File: config.mk
export PLATFORM = sky130hd
export DESIGN_NAME = ldpc_cnu
export DESIGN_NICKNAME = d
export VERILOG_FILES = /design/src/rtl/ldpc_cnu_pkg.sv /design/src/rtl/cnu_min_pair.sv /design/src/rtl/cnu_sign_parity.sv /design/src/rtl/cnu_lane_out.sv /design/src/rtl/ldpc_cnu.sv
export SDC_FILE = /design/constraint.sdc
export NUM_CORES = 1
export LEC_CHECK = 0
export BUFFER_PORTS_ARGS = -buffer_cell sky130_fd_sc_hd__buf_4
export CORE_MARGIN = 2
export CORE_UTILIZATION = 40
export DETAILED_ROUTE_END_ITERATION = 12
export PLACE_DENSITY = 0.62
export SYNTH_ARGS = -nofsm -noshare
export SYNTH_HDL_FRONTEND = slang
export SYNTH_SLANG_ARGS = --single-unit
File: constraint.sdc
create_clock -name clk -period 1.1 [get_ports clk]
set_clock_uncertainty 0.05 [all_clocks]
set_input_delay 0.11 -clock clk [delete_from_list [all_inputs] [get_ports clk]]
set_output_delay 0.11 -clock clk [all_outputs]
set_load 0.01 [all_outputs]
File: src/rtl/ldpc_cnu_pkg.sv
package ldpc_cnu_pkg;
    localparam int CNU_DEG   = 6;
    localparam int CNU_MAG_W = 4;
    localparam int CNU_MSG_W = CNU_MAG_W + 1;
endpackage

File: src/rtl/cnu_min_pair.sv
module cnu_min_pair #(
    parameter int DEG   = 6,
    parameter int MAG_W = 4,
    localparam int IDX_W = $clog2(DEG)
) (
    input  logic [DEG*MAG_W-1:0] mags,
    output logic [MAG_W-1:0]     min1,
    output logic [MAG_W-1:0]     min2,
    output logic [IDX_W-1:0]     min1_idx
);
    always_comb begin
        min1     = '1;
        min2     = '1;
        min1_idx = '0;
        for (int i = 0; i < DEG; i++) begin
            if (mags[i*MAG_W +: MAG_W] < min1) begin
                min2     = min1;
                min1     = mags[i*MAG_W +: MAG_W];
                min1_idx = IDX_W'(i);
            end else if (mags[i*MAG_W +: MAG_W] < min2) begin
                min2 = mags[i*MAG_W +: MAG_W];
            end
        end
    end
endmodule

File: src/rtl/cnu_sign_parity.sv
module cnu_sign_parity #(
    parameter int DEG = 6
) (
    input  logic [DEG-1:0] signs,
    input  logic [DEG-1:0] code_bits,
    output logic           sign_all,
    output logic           parity_ok
);
    assign sign_all  = ^signs;
    assign parity_ok = ~(^code_bits);
endmodule

File: src/rtl/cnu_lane_out.sv
module cnu_lane_out #(
    parameter int DEG   = 6,
    parameter int MAG_W = 4,
    parameter int LANE  = 0,
    localparam int IDX_W = $clog2(DEG),
    localparam int MSG_W = MAG_W + 1
) (
    input  logic [MAG_W-1:0] min1,
    input  logic [MAG_W-1:0] min2,
    input  logic [IDX_W-1:0] min1_idx,
    input  logic             sign_all,
    input  logic             sign_own,
    output logic [MSG_W-1:0] msg_tc
);
    logic [MAG_W-1:0] mag;
    logic             neg;

    always_comb begin
        mag = (min1_idx == IDX_W'(LANE)) ? min2 : min1;
        neg = (sign_all ^ sign_own) && (mag != '0);
        if (neg) msg_tc = MSG_W'(0) - {1'b0, mag};
        else     msg_tc = {1'b0, mag};
    end
endmodule

File: src/rtl/ldpc_cnu.sv
module ldpc_cnu
    import ldpc_cnu_pkg::*;
#(
    parameter int DEG   = CNU_DEG,
    parameter int MAG_W = CNU_MAG_W,
    localparam int MSG_W = MAG_W + 1,
    localparam int IDX_W = $clog2(DEG)
) (
    input  logic                 clk,
    input  logic                 rst_n,
    input  logic                 in_valid,
    input  logic [DEG*MSG_W-1:0] msg_in,
    input  logic [DEG-1:0]       code_bits,
    output logic                 out_valid,
    output logic [DEG*MSG_W-1:0] msg_out,
    output logic                 parity_ok
);
    typedef struct packed {
        logic                 vld;
        logic                 par;
        logic [DEG*MSG_W-1:0] msg;
    } cnu_state_t;

    cnu_state_t st_d, st_q;

    logic [DEG*MAG_W-1:0] mags;
    logic [DEG-1:0]       signs;
    logic [MAG_W-1:0]     min1, min2;
    logic [IDX_W-1:0]     min1_idx;
    logic                 sign_all, par_now;
    logic [DEG*MSG_W-1:0] lanes_tc;

    for (genvar g = 0; g < DEG; g++) begin : g_split
        assign mags[g*MAG_W +: MAG_W] = msg_in[g*MSG_W +: MAG_W];
        assign signs[g]               = msg_in[g*MSG_W + MAG_W];
    end

    cnu_min_pair #(.DEG(DEG), .MAG_W(MAG_W)) u_min (
        .mags     (mags),
        .min1     (min1),
        .min2     (min2),
        .min1_idx (min1_idx)
    );

    cnu_sign_parity #(.DEG(DEG)) u_sp (
        .signs     (signs),
        .code_bits (code_bits),
        .sign_all  (sign_all),
        .parity_ok (par_now)
    );

    for (genvar g = 0; g < DEG; g++) begin : g_lane
        cnu_lane_out #(.DEG(DEG), .MAG_W(MAG_W), .LANE(g)) u_lane (
            .min1     (min1),
            .min2     (min2),
            .min1_idx (min1_idx),
            .sign_all (sign_all),
            .sign_own (signs[g]),
            .msg_tc   (lanes_tc[g*MSG_W +: MSG_W])
        );
    end

    always_comb begin
        st_d     = st_q;
        st_d.vld = in_valid;
        if (in_valid) begin
            st_d.par = par_now;
            st_d.msg = lanes_tc;
        end
    end

    always_ff @(posedge clk or negedge rst_n) begin
        if (!rst_n) st_q <= '0;
        else        st_q <= st_d;
    end

    assign out_valid = st_q.vld;
    assign parity_ok = st_q.par;
    assign msg_out   = st_q.msg;
endmodule

Word-level counts from Yosys, hierarchy flattened

Index checks and enable logic that the tools add are counted.

Reductions and logical operators: 15
Multiplexer cells: 33
Magnitude comparators: 11
Bitwise gates (word level): 7
Eq/ne operators: 5
Add/subtract/negate cells: 6

Operator list:

| operator                                                          | number |
|---|---|
| 4-bit two-way mux                                                 | 22 |
| 4-bit less-than comparator                                        | 9 |
| 5-bit two-way mux                                                 | 6 |
| 1-bit by 4-bit subtractor with 5-bit output, first input constant | 6 |
| 4-bit nonzero test                                                | 6 |
| 6-bit XOR reduction                                               | 2 |
| 4-bit less-than comparator, second input constant                 | 2 |
| 3-bit by 2-bit == test with 1-bit output, second input constant   | 2 |
| 3-bit == test, second input constant                              | 2 |
| 1-bit logical AND                                                 | 6 |
| 3-bit two-way mux                                                 | 2 |
| 1-bit XOR                                                         | 6 |
| 2-bit two-way mux                                                 | 2 |
| 3-bit by 1-bit == test with 1-bit output, second input constant   | 1 |
| 3-bit zero test                                                   | 1 |
| 1-bit two-way mux                                                 | 1 |
| 1-bit inverter                                                    | 1 |

Register bits: 32
Output and inout port bits: 32
Input bits: 39
Logic and storage cells: 80

Logic depth before layout (Yosys ltp)

Depth after elaboration: 20
Mapped depth: 47
Gate-level depth less buffers: 46

Modules after synthesis

Synthesis repeated with hierarchy kept, for this count alone.

Cells, all modules: 475
Area total of the unflattened synthesis: 4,222.8 um^2

Modules (own cells, without submodules):

| module                               | times used | seq. area each (um^2) | area each (um^2) | cells an instance |
|---|---|---|---|---|
| cnu_min_pair                         | 1          | 0.0                   | 1,755.4          | 251 |
| ldpc_cnu                             | 1          | 800.8                 | 1,183.6          | 66 |
| cnu_lane_out at g_lane[1].u_lane ... | 3          | 0.0                   | 197.7            | 25 |
| cnu_lane_out at g_lane[3].u_lane ... | 2          | 0.0                   | 198.9            | 25 |
| cnu_lane_out at g_lane[0].u_lane     | 1          | 0.0                   | 195.2            | 25 |
| cnu_sign_parity                      | 1          | 0.0                   | 97.6             | 8 |

Least setup slack after synthesis

Ideal clock, no wire load.

Kind: input-to-reg
Start: in msg_in[3]
End: reg st_q (netlist bit msg_out[1])
Stages on the path: 39
Buffers on the path: 3
Data arrival time: 8.351 ns
Path slack: -7.383 ns
Setup time: 0.082 ns
Required time: 0.968 ns
Cell sequence: inv_1 -> ha_1 -> o211ai_2 -> o21a_1 -> buf_2 -> o22ai_1 -> inv_1 -> ha_1 -> or3_1 -> a21oi_1 -> and2_1 -> clkbuf_1 -> o21ai_0 -> o21ai_0 -> inv_1 -> ha_1 -> nand3b_1 -> nor4_1 -> [... 3 more ...] -> inv_1 -> ha_1 -> o21ai_0 -> a311oi_1 -> o31ai_1 -> nand2_1 -> mux2i_1 -> ha_1 -> a21oi_1 -> o21ai_0 -> o21ai_0 -> or4_1 -> nand2b_1 -> o311ai_1 -> ha_1 -> a41oi_1 -> or2_2 -> a31oi_1

Longest elaborated chain between the ends: 20
Elaborated cells on any way between the ends: 36
Classes of those cells: 1 x add/sub; 10 x order compare; 22 x mux; 3 x reduce/logical

RTL lines:

| element                                                                                             | line                                   | source |
|---|---|---|
| start, declared                                                                                     | ldpc_cnu.sv:12                         | `input logic [DEG*MSG_W-1:0] msg_in,` |
| 4-bit less-than comparator                                                                          | cnu_min_pair.sv:16, cnu_min_pair.sv:20 |  |
| 4-bit two-way mux (*)                                                                               | cnu_min_pair.sv:16, cnu_min_pair.sv:20 |  |
| 4-bit less-than comparator                                                                          | cnu_min_pair.sv:16                     | `if (mags[i*MAG_W +: MAG_W] < min1) begin` |
| 4-bit two-way mux                                                                                   | cnu_min_pair.sv:16                     |  |
| 4-bit less-than comparator                                                                          | cnu_min_pair.sv:20                     | `end else if (mags[i*MAG_W +: MAG_W] < min2) begin` |
| 4-bit two-way mux                                                                                   | cnu_min_pair.sv:20                     |  |
| 4-bit two-way mux                                                                                   | cnu_min_pair.sv:16                     |  |
| 4-bit less-than comparator                                                                          | cnu_min_pair.sv:20                     |  |
| [... 3 more ...]                                                                                    | n/a                                    |  |
| 4-bit two-way mux                                                                                   | cnu_min_pair.sv:20                     |  |
| 4-bit two-way mux                                                                                   | cnu_min_pair.sv:16                     |  |
| 4-bit less-than comparator                                                                          | cnu_min_pair.sv:20                     |  |
| 4-bit two-way mux                                                                                   | cnu_min_pair.sv:20                     |  |
| 4-bit two-way mux                                                                                   | cnu_min_pair.sv:16                     |  |
| 4-bit two-way mux (*)                                                                               | cnu_lane_out.sv:19                     | `mag = (min1_idx == IDX_W'(LANE)) ? min2 : min1;` |
| parallel branches: the longest is 2 deep, another holds 1-bit by 4-bit subtractor with 5-bit output | n/a                                    |  |
| 5-bit two-way mux (*)                                                                               | cnu_lane_out.sv:21                     | `if (neg) msg_tc = MSG_W'(0) - {1'b0, mag};` |
| end signal, assigned                                                                                | ldpc_cnu.sv:74                         | `else st_q <= st_d;` |
| end, declared                                                                                       | ldpc_cnu.sv:24                         | `cnu_state_t st_d, st_q;` |

Mark *: on every way between the ends.
A chain may end at the register's enable or synchronous reset.

Worst setup path in the final report

Start: in msg_in[3]
End: reg st_q (netlist bit msg_out[18])

Same word-level chain as after synthesis.

==> results.json <==
{
  "status": "finished with violations",
  "violations": "setup timing",
  "fin_ws_ps": -6490,
  "tightest_slew_ps": 493,
  "grt_use_met2_pct": 51.2,
  "post_drt_wl_per_cell_um": 18.7,
  "core_um2": 9860,
  "synth_commonest_cells": "57 x nor2_1, 40 x inv_1, 39 x ha_1, 39 x nand2_1, 35 x o21ai_0",
  "yosysTopAreaCell": "dfrtp_1",
  "ys.flop_type": "dfrtp_1",
  "vdd_drop_max_uv": 1020,
  "synth-seq-cells": 32,
  "rsz0062_at_grt": "yes",
  "grt_pass1_vias": 5522,
  "max-clock-path-buffers": 2,
  "worst_setup_path_end_kind": "flip-flop",
  "clk_pin_slew_ps": 70,
  "crit_fanout": 5,
  "netlist_instances": 519,
  "slew_headroom_pct": 66.9,
  "initial_core_util_pct": 41.6,
  "ff2ff_path_depth": 2,
  "use_met1_pct": 31.9,
  "drtIter0Drc": 383,
  "portBuffers": 70,
  "finalSetupViolCount": 30,
  "area_growth_pct": 93.1,
  "cts_tree": "done",
  "drt-total-wl_mm": 18.2,
  "die-area_um2": 11100,
  "seq_area_frac_synth_pct": 19.5,
  "final_antenna_net_count": 0,
  "io_pins": 71,
  "async_reset_ff_share_pct": 100,
  "final_cells": 974,
  "avgSynthCellArea_um2": 7.91,
  "synth_cell_types": 73,
  "min_period_ps": 7590,
  "crit_slowest_cell": "or4_4",
  "holdPathStages": 4,
  "netlist_area_um2": 4110,
  "drv_slew": 0,
  "yosysMostFrequentCell": "nor2_1",
  "dpl.hpwl_mm": 11.8,
  "p_per_area_nw_per_um2": 1700,
  "fmax_mhz": 132,
  "track_usage_pct": 28.3,
  "dr_total_vias": 5651,
  "clock_latency_ps": 290,
  "path_common_cell": "ha_4",
  "cts_buffers": 5,
  "cts_num_sinks": 32,
  "synth_area_leaders": "dfrtp_1 20%, ha_1 12%, nor2_1 5.2%",
  "rows": 36,
  "htreeDepth": 2,
  "fp.dieH_um": 105,
  "grt_util_met3_pct": 3.40,
  "synth_edf_count": 0,
  "antennaDiodeCount": 0,
  "drc": 0,
  "hold_class": "in -> reg",
  "critPathMaxStageDelay_ps": 470,
  "root_buffer": "clkbuf_8",
  "cp.required_ps": 1280,
  "grt_max_degree": 33,
  "die_w_um": 105,
  "placedCellCount": 896,
  "drt_first_pass_iters": 5,
  "finish.instance_area_um2": 7930,
  "maxCapViolCount": 0,
  "fin_crit_sh_pct": 690,
  "critPathLaunchType": "input pin",
  "yosysWarningCount": 0,
  "busiest_layer": "met2",
  "place_area_um2": 6490,
  "grt_overflow": 0,
  "grt_pass1_wl_mm": 25.7,
  "drive_gt1_share_pct": 61.0,
  "place_congestion": 1.02,
  "arrival_ps": 7770,
  "hold_viol": 0,
  "leakage_nw": 3.62,
  "syn-num-nets": 597,
  "antenna_found_initial": 0,
  "via_per_inst": 5.80,
  "path_class": "in -> reg",
  "yosys.area.top_type_share_pct": 19.5,
  "final_nets": 918,
  "n_fill_cell": 575
}
cell families after synthesis:
logic type	synth area share, %
adder cells (fa/ha/maj)	11.9
AO/OA/AOI/OAI	29.7
XOR/XNOR	5.12
multiplexers	8.90
buffers and inverters	5.06
AND/OR/NAND/NOR	19.8
flip-flops	19.5
registers in the layout, indices dropped and copies added, names as in the netlist:
signal and flops:
msg_out 30, out_valid 1, parity_ok 1
power by group:
| part | leakage [nW] | internal [mW] | switching, mW | total, mW |
|---|---|---|---|---|
| Sequential | 0.378 | 1.64 | 0.262 | 1.90 |
| Clock | 0.0510 | 0.499 | 0.467 | 0.966 |
| Combinational | 3.19 | 5.66 | 4.95 | 10.6 |
| Total | 3.62 | 7.80 | 5.68 | 13.5 |
layout by cell type, fill, tap and decap left out, types with 6 or more instances in the layout:
cell | netlist | routed
a21oi_2 | 2 | 12
o21ai_0 | 35 | 13
mux2i_1 | 17 | 9
o21ai_2 | 1 | 16
o31a_1 | 7 | 7
o21ai_1 | 4 | 9
buf_6 | 0 | 26
ha_4 | 0 | 19
mux2_2 | 15 | 6
inv_2 | 0 | 6
inv_1 | 40 | 29
ha_1 | 39 | 17
a21o_1 | 8 | 8
mux2_4 | 1 | 11
nor2_1 | 57 | 39
dfrtp_1 | 32 | 32
xor2_1 | 9 | 8
nand2_2 | 0 | 6
nor2_2 | 2 | 8
buf_4 | 0 | 297
nand2_1 | 39 | 32
o211ai_1 | 10 | 10
a21oi_1 | 33 | 18
o21bai_1 | 7 | 7
xnor2_1 | 15 | 15
nor3_1 | 11 | 8
clkbuf_8 | 0 | 6
nor2_4 | 0 | 12
nand3_1 | 8 | 6
stage by stage:
step / setup TNS (ps) / util, % / hold slack, ps / worst slack (ps) / total power, mW
after floorplan: -180780 / - / -236 / -6470 / 6.02
after global placement: -184690 / 65.8 / 14.6 / -6540 / 9.46
after detailed placement: -192370 / 65.8 / 23.6 / -6860 / 9.65
after CTS: -175640 / 75.5 / 219 / -6210 / 12.1
after global routing: -187330 / 80.4 / 239 / -6690 / 14.2
final: -180810 / 80.4 / 208 / -6490 / 13.5
layout make-up:
cell class | instances | area [um^2] | share of cell area (%)
inverter | 40 | 163 | 2.05
multi-input combinational | 433 | 4110 | 51.9
sequential | 32 | 801 | 10.1
tap | 133 | 166 | 2.10
clock buffer | 6 | 82.6 | 1.04
clock inverter | 2 | 10.0 | 0.126
timing repair buffer | 328 | 2590 | 32.7
worst max-delay path: cells and delay by family:
kind,cells,cell delay [ps]
buffers and inverters,5,500
multiplexers,5,1270
adder cells (fa/ha/maj),6,1560
AND/OR/NAND/NOR,7,1010
AO/OA/AOI/OAI,21,3290
final timing paths:
kind / startpoint / to / slack [ps]
setup / recovery: msg_in[3] / msg_out[18]$_DFFE_PN0P_ / -6490
hold / removal: code_bits[0] / parity_ok$_DFFE_PN0P_ / 210
setup reg to reg: msg_out[13]$_DFFE_PN0P_ / msg_out[13]$_DFFE_PN0P_ / 50
hold reg to reg: msg_out[0]$_DFFE_PN0P_ / msg_out[0]$_DFFE_PN0P_ / 440
max in group asynchronous: rst_n / msg_out[8]$_DFFE_PN0P_ / 460
min in group asynchronous: rst_n / msg_out[19]$_DFFE_PN0P_ / 240
timing repair:
action,in CTS,in global routing
setup buffers,57,15
hold buffers,2,0
gates resized for setup,111,79
setup endpoints to repair,30,30
endpoints found under the hold margin,33,0
pin swaps,82,57
routing by layer:
layer  wire, um  vias up
li1           -     2576
met1       7110     2673
met2       9110      301
met3        974      101
met4       1050        0
met5          0        -
(Power assumes the default switching activity.)
